File: src/rtl/fcap_pkg.sv
// Package: shared constants for the fault address capture block.
// Assumes a register index of IDX_W bits that selects enable, status and
// per-bus captured-address registers.
package fcap_pkg;
    localparam int IDX_W         = 3;
    localparam int REG_ENABLE    = 0;
    localparam int REG_STATUS    = 1;
    localparam int REG_ADDR_BASE = 2;

    typedef enum logic [1:0] {
        LANE_INSTR  = 2'd0,
        LANE_DATA   = 2'd1,
        LANE_SYSTEM = 2'd2
    } lane_e;
endpackage

File: src/rtl/fcap_lane.sv
// Module: one capture slot (sticky flag plus frozen address) for a single bus.
// Assumes strobe is synchronous and addr_in is valid while strobe is high.
// A new fault beats a simultaneous clear.
module fcap_lane #(
    parameter int WORD_W = 32
) (
    input  logic              clk,
    input  logic              rst_n,
    input  logic              cap_en,
    input  logic              clr_all,
    input  logic              strobe,
    input  logic [WORD_W-1:0] addr_in,
    output logic              flag_q,
    output logic [WORD_W-1:0] addr_q
);
    logic take;

    // Decide whether this cycle's strobe is captured.
    always_comb begin
        take = cap_en && strobe && (!flag_q || clr_all);
    end

    // Update the sticky flag and frozen address.
    always_ff @(posedge clk) begin
        if (!rst_n) begin
            flag_q <= 1'b0;
            addr_q <= '0;
        end else if (take) begin
            flag_q <= 1'b1;
            addr_q <= addr_in;
        end else if (clr_all) begin
            flag_q <= 1'b0;
        end
    end
endmodule

File: src/rtl/fcap_regif.sv
// Module: register decode for the capture block. Holds the enable bit,
// produces the clear-all pulse on any status write, and muxes read data.
// Assumes single-cycle writes and combinational reads.
module fcap_regif
    import fcap_pkg::*;
#(
    parameter int NUM_BUS = 3,
    parameter int WORD_W  = 32
) (
    input  logic                      clk,
    input  logic                      rst_n,
    input  logic                      cfg_wr,
    input  logic [IDX_W-1:0]          cfg_idx,
    input  logic                      wr_bit0,
    input  logic [NUM_BUS-1:0]        flags,
    input  logic [NUM_BUS*WORD_W-1:0] addr_flat,
    output logic                      cap_en_q,
    output logic                      stat_clr,
    output logic [WORD_W-1:0]         rdata
);
    localparam int LAST_ADDR_IDX = REG_ADDR_BASE + NUM_BUS - 1;

    // Hold the capture-enable bit.
    always_ff @(posedge clk) begin
        if (!rst_n) begin
            cap_en_q <= 1'b0;
        end else if (cfg_wr && (int'(cfg_idx) == REG_ENABLE)) begin
            cap_en_q <= wr_bit0;
        end
    end

    // Flag a status write of any data.
    always_comb begin
        stat_clr = cfg_wr && (int'(cfg_idx) == REG_STATUS);
    end

    // Select read data by register index.
    always_comb begin
        rdata = '0;
        if (int'(cfg_idx) == REG_ENABLE) begin
            rdata[0] = cap_en_q;
        end else if (int'(cfg_idx) == REG_STATUS) begin
            rdata[NUM_BUS-1:0] = flags;
        end else if (int'(cfg_idx) <= LAST_ADDR_IDX) begin
            for (int i = 0; i < NUM_BUS; i++) begin
                if (int'(cfg_idx) == REG_ADDR_BASE + i) begin
                    rdata = addr_flat[i*WORD_W +: WORD_W];
                end
            end
        end
    end
endmodule

File: src/rtl/fault_capture_unit.sv
// Module: top of the multi-bus fault address capture block. One capture
// lane per bus plus a register interface. Assumes all inputs are
// synchronous to clk; lane i reads flt_addr[WORD_W*i +: WORD_W].
module fault_capture_unit
    import fcap_pkg::*;
#(
    parameter int NUM_BUS = 3,
    parameter int WORD_W  = 32
) (
    input  logic                      clk,
    input  logic                      rst_n,
    input  logic                      cfg_wr,
    input  logic [IDX_W-1:0]          cfg_idx,
    input  logic [WORD_W-1:0]         cfg_wdata,
    output logic [WORD_W-1:0]         cfg_rdata,
    input  logic [NUM_BUS-1:0]        flt_strobe,
    input  logic [NUM_BUS*WORD_W-1:0] flt_addr
);
    logic                      cap_en;
    logic                      stat_clr;
    logic [NUM_BUS-1:0]        flag_vec;
    logic [NUM_BUS*WORD_W-1:0] addr_flat;
    logic                      unused_wdata;

    // Only bit 0 of write data is stored.
    assign unused_wdata = ^cfg_wdata[WORD_W-1:1];

    fcap_regif #(
        .NUM_BUS(NUM_BUS),
        .WORD_W (WORD_W)
    ) u_regif (
        .clk      (clk),
        .rst_n    (rst_n),
        .cfg_wr   (cfg_wr),
        .cfg_idx  (cfg_idx),
        .wr_bit0  (cfg_wdata[0]),
        .flags    (flag_vec),
        .addr_flat(addr_flat),
        .cap_en_q (cap_en),
        .stat_clr (stat_clr),
        .rdata    (cfg_rdata)
    );

    for (genvar g = 0; g < NUM_BUS; g++) begin : g_lane
        fcap_lane #(
            .WORD_W(WORD_W)
        ) u_lane (
            .clk    (clk),
            .rst_n  (rst_n),
            .cap_en (cap_en),
            .clr_all(stat_clr),
            .strobe (flt_strobe[g]),
            .addr_in(flt_addr[g*WORD_W +: WORD_W]),
            .flag_q (flag_vec[g]),
            .addr_q (addr_flat[g*WORD_W +: WORD_W])
        );
    end
endmodule

File: config.mk
export PLATFORM = sky130hd
export DESIGN_NAME = fault_capture_unit
export DESIGN_NICKNAME = d
export VERILOG_FILES = /design/src/rtl/fcap_pkg.sv /design/src/rtl/fcap_lane.sv /design/src/rtl/fcap_regif.sv /design/src/rtl/fault_capture_unit.sv
export SDC_FILE = /design/constraint.sdc
export NUM_CORES = 1
export LEC_CHECK = 0
export CAP_MARGIN = 0
export CORE_ASPECT_RATIO = 0.8
export CORE_MARGIN = 5
export CORE_UTILIZATION = 30
export DETAILED_ROUTE_END_ITERATION = 16
export DONT_BUFFER_PORTS = 1
export PLACE_DENSITY = 0.5
export SKIP_CTS_REPAIR_TIMING = 1
export SYNTH_ARGS = -nofsm -noshare
export SYNTH_HDL_FRONTEND = slang
export SYNTH_SLANG_ARGS = --single-unit
File: constraint.sdc
create_clock -name clk -period 2.4 [get_ports clk]
set_input_delay 0.12 -clock clk [delete_from_list [all_inputs] [get_ports clk]]
set_output_delay 0.12 -clock clk [all_outputs]
set_load 0.02 [all_outputs]
Word-level counts from Yosys, hierarchy flattened
Index checks and enable logic that the tools add are counted.
{ "classes": {"n_lt_le_gt_ge": 1, "n_mux": 12, "n_eq_ne": 4, "reduce_logical": 18} }
{ "op_table": {"columns": ["cell", "n"], "rows": [
  ["$mux 32", 4],
  ["$mux 31", 1],
  ["$mux 29", 1],
  ["$eq 3x3->1 const B", 3],
  ["$logic_and 1x1->1", 8],
  ["$reduce_bool 2->1", 3],
  ["$mux 1", 5],
  ["$eq 3x2->1 const B", 1],
  ["$le 3x3->1 const B", 1],
  ["$logic_not 1->1", 3],
  ["$logic_not 3->1", 1],
  ["$logic_or 1x1->1", 3],
  ["$mux 3", 1]
]} }
{ "totals": {"inputBits": 137, "word_cells": 42, "output_inout_bits": 32, "reg_bits": 100} }

Logic depth before layout (Yosys ltp)
{ "logic_depth": {"word_depth": 7, "depth_mapped": 6, "depth_no_buf": 3} }

Hierarchy
A second synthesis with hierarchy kept.
{ "hier_totals": {"cells_unflattened": 549, "hier_area_um2": 5094.9} }
{ "modules_own_cells": {"columns": ["mod", "cells_each", "seq_area_each_um2", "instances", "area_each_um2"], "rows": [
  ["fcap_lane", 144, 660.6, 3, 1367.6],
  ["fcap_regif", 117, 20.0, 1, 992.2]
]} }

Worst setup path before layout
No wires, ideal clock.
{ "synth_path": {"path_type": "input port to output port", "startpoint": "input port cfg_idx[1]", "endpoint": "output port cfg_rdata[20]", "t_arrival_ps": 1162, "cell_stages": 6, "path_slack_ps": 1118, "required_ps": 2280, "path_cell_list": "buf_2 nor3b_1 buf_2 buf_2 nand2_1 o21ai_1"} }
{ "synth_between": {"elab_chain_cells": 7} }
{ "synth_rtl": {"columns": ["element", "line", "source"], "rows": [
  ["start: declaration", "fault_capture_unit.sv:13", "input logic [IDX_W-1:0] cfg_idx,"],
  ["$eq 3x3->1", "fcap_regif.sv:46", "if (int'(cfg_idx) == REG_ADDR_BASE + i) begin"],
  ["$mux 32 (3 in a row)", "fcap_regif.sv:46", null],
  ["$mux 32", "fcap_regif.sv:44", "end else if (int'(cfg_idx) <= LAST_ADDR_IDX) begin"],
  ["$mux 29", "fcap_regif.sv:42", "end else if (int'(cfg_idx) == REG_STATUS) begin"],
  ["$mux 31 (*)", "fcap_regif.sv:40", "if (int'(cfg_idx) == REG_ENABLE) begin"],
  ["end: declaration", "fault_capture_unit.sv:15", "output logic [WORD_W-1:0] cfg_rdata,"]
]} }
Every way passes the cells marked *; elsewhere a longest branch is shown, timed or not.

Worst setup path in the final report
{ "layout_path": {"startpoint": "register u_regif.cap_en_q", "endpoint": "register g_lane[2].u_lane.addr_q[7]"} }
{ "layout_between": {"elab_chain_cells": 2} }
{ "layout_rtl": {"columns": ["element", "line", "source"], "rows": [
  ["start: declaration", "fcap_regif.sv:17", "output logic cap_en_q,"],
  ["start signal: assignment", "fcap_regif.sv:28", "cap_en_q <= wr_bit0;"],
  ["$logic_and 1x1->1 (2 in a row)", "fcap_lane.sv:20", "take = cap_en && strobe && (!flag_q || clr_all);"],
  ["end signal: assignment", "fcap_lane.sv:30", "addr_q <= addr_in;"],
  ["end: declaration", "fcap_lane.sv:14", "output logic [WORD_W-1:0] addr_q"]
]} }
Every way passes these cells.
A chain may end at the register's enable or synchronous reset.

==> metrics.csv <==
stage;metric;value;unit
finish;share of layout cells above drive strength 1;0.07532;
yosys;Synth area leader;dfxtp_1;
floorplan;Std-Cell Rows;46;
clocking;Max clock buf depth;2;
route;final antenna-violating net count;0;
floorplan;Chip Width;168.6;µm
clocking;Root Buffer;clkbuf_16;
route;wire per inst;20.77;µm
worst_setup_path;FF-to-FF path depth;5;
power_and_ir_drop;Power Internal;2682;µW
clocking;CTS tree;yes;
placed_design;placed instance area;6211;µm²
finish;post-route cell area;7363;µm²
run;Max Cap Violations;0;
yosys;Area contributors post-synth;dfxtp_1 (33%), nand4_1 (13%), o2111ai_1 (9.3%);
yosys;Seq/Total Area, Yosys;0.3317;
worst_setup_path;CP Data Arrival Time;2.26;ns
finish;nets@finish;902;
worst_setup_path;Critical Path Fanout Max;20;
sta;Slew headroom;0.2285;
yosys;Distinct cells, synth;30;
worst_setup_path;CP required;2.64;ns
clocking;TritonCTS buffer count;9;
power_and_ir_drop;leakage;0.002387;µW
yosys;synth warn;0;
sta;final-report hold violation count;21;
yosys;Mapped Avg Cell Area;8.048;µm²
worst_hold_path;min-delay src;cfg_wdata[0];
sta;# setup viols final;0;
sta;Slew Limit Fails;0;
outcome;status;finished, violations left;
global_routing;met3 usage;0.05775;
worst_setup_path;CP endpoint kind;flip-flop;
global_routing;Most Crowded Layer GR;met2;
floorplan;Core Footprint;19800;µm²
yosys;Mapped Nets;887;
worst_hold_path;HP Class;in -> reg;
clocking;Clock Latency Late Sink;0.34;ns
global_routing;first-pass GRT wire length;32110;µm
sta;Final Hold Slack;-0.03213;ns
placed_design;port buffer count;0;
global_routing;GRT Util Overall;0.1738;
global_routing;GRT overflow;0;
yosys;Yosys top cell area share;0.3317;
global_routing;vias in the first global route;5581;
power_and_ir_drop;clock network power share;0.442;
sta;TNS Setup;0;ns
route;DR iter-0 viols;635;
power_and_ir_drop;Sequential Power Share;0.481;
power_and_ir_drop;Comb power frac;0.077;
floorplan;I/O pin count;169;
route;Total Wirelength;21470;µm
finish;# fillers;2073;
finish;Area growth syn-to-layout;21.99;%
clocking;clock sinks;100;
worst_setup_path;critical path type;reg -> reg;
worst_hold_path;Hold Crit Depth;2;
power_and_ir_drop;Net Sw Frac;0.2347;
placed_design;dpl hpwl;13700;µm
route;Remaining DRCs;0;
global_routing;pin count of the biggest net entering global routing;325;
yosys;Yosys reg bits;100;
global_routing;met2 Use GR;0.2779;
power_and_ir_drop;Design Power;3504;µW
finish;n_diodes;0;
route;Via density;6.166;
finish;commonest cells after routing, fill and taps aside;nand4_1 (128), dfxtp_1 (99), nand3_1 (96);
sta;Fmax achieved;495.1;MHz
yosys;post-synthesis cell area;6036;µm²
route;Detailed Routing Iterations Pass 1;5;
sta;Tmin final;2.020;ns
clocking;clk slew on worst S/H paths;0.07;ns
floorplan;Initial Util;0.3049;
floorplan;Die Footprint;23070;µm²
power_and_ir_drop;Power Dens Cells;475.9;nW/µm²
worst_setup_path;Reg-to-Reg Start;u_regif.cap_en_q$_SDFFE_PN0P_;
power_and_ir_drop;Psw;822.6;µW
placed_design;GPL Wtd Cong;0.7889;
global_routing;GRT met1 Usage;0.2281;
finish;commonest non-fill, non-tap cell in the layout;nand4_1;
route;via count;6376;
worst_setup_path;Critical Path Start;u_regif.cap_en_q$_SDFFE_PN0P_;
sta;RSZ-0062 raised after global routing;false;
global_routing;initial antenna violation count;3;
yosys;synthesized instance count;750;
power_and_ir_drop;Max VDD drop;0.3055;mV
sta;Tcrit/Tclk final;0.8416;
outcome;failing checks;hold timing;
clocking;number of H-tree levels;3;
sta;Fin Clk Skew;0.006889;ns
floorplan;die height;136.9;µm
worst_setup_path;crit start category;flip-flop;
sta;Slew @ Worst Pin;1.156;ns
==> per-stage QoR <==
| stage | setup WS (ns) | util | cells |
|---|---|---|---|
| after global routing | 0.2304 | 0.3719 | 1034 |
| after floorplan | 1.118 | - | 750 |
| after detailed placement | 0.5923 | 0.3137 | 935 |
| after CTS | 0.4919 | 0.3294 | 951 |
| after global placement | 0.6800 | 0.3137 | 935 |
| final | 0.3802 | 0.3719 | 1034 |
==> power groups by stage <==
stage | Clock (µW) | Combinational [µW] | Sequential (µW)
2_1_floorplan | 0 | 191 | 1720
5_1_grt | 1650 | 286 | 1690
4_1_cts | 1600 | 133 | 1690
6_report | 1550 | 268 | 1690
3_5_place_dp | 0 | 133 | 1730
3_3_place_gp | 0 | 129 | 1720
==> cell usage after synthesis <==
cell type / count
nand4_1: 128
dfxtp_1: 100
nand3_1: 96
clkbuf_1: 72
o2111ai_1: 64
nand2_1: 63
mux2i_1: 33
nand3b_1: 32
nand4b_1: 32
o221ai_1: 32
buf_2: 28
o21ai_0: 20
o21ai_1: 10
buf_1: 7
buf_4: 5
nor2b_1: 5
and2_1: 4
o22ai_1: 3
a21oi_1: 2
a22oi_1: 2
buf_6: 2
inv_1: 2
a2bb2oi_1: 1
and4bb_1: 1
nand2b_1: 1
nand4bb_1: 1
nor3b_1: 1
nor4b_1: 1
o211ai_1: 1
o21a_1: 1
==> worst paths after layout <==
kind,end,slack [ns]
max,g_lane[2].u_lane.addr_q[7]$_SDFFE_PN0P_,0.38
min,u_regif.cap_en_q$_SDFFE_PN0P_,-0.03
max reg2reg,g_lane[2].u_lane.addr_q[7]$_SDFFE_PN0P_,0.38
min reg2reg,g_lane[2].u_lane.addr_q[21]$_SDFFE_PN0P_,0.50
==> layer usage <==
metal	up-vias	routed length (µm)
met2	225	10110
met1	3108	9514
met3	25	1550
met5	-	41
li1	3012	-
met4	6	252
==> sequential cells by signal, summed over array words and instances (netlist names) <==
name and count:
u_regif.cap_en_q 1, g_lane.u_lane.addr_q 96, g_lane.u_lane.flag_q 3
==> cells by family (layout without fill, tap and decap cells) <==
kind of cell,after synthesis,after routing,synth area share
compound gates,136,136,0.1754
flops,100,100,0.3317
simple gates,365,365,0.3547
buf+inv,116,136,0.08354
mux,33,33,0.05473
==> critical path: stages (launching register included) <==
cell           delay (ns)
dfxtp_1              0.45
nand2_1              0.37
buf_4                0.35
nand3_1              0.10
nand3_1              0.06
dlygate4sd3_1        0.56
==> final cells by class <==
class / count / area (µm²) / share of cell area
Sequential cell: 100 / 2003 / 0.2720
Inverter: 2 / 7.507 / 0.001020
Clock inverter: 5 / 58.81 / 0.007986
Multi-Input combinational cell: 534 / 3557 / 0.4831
Timing Repair Buffer: 118 / 1154 / 0.1567
Tap cell: 264 / 330.3 / 0.04486
Clock buffer: 11 / 252.7 / 0.03432
No activity file was read; power rests on OpenSTA's default activity.
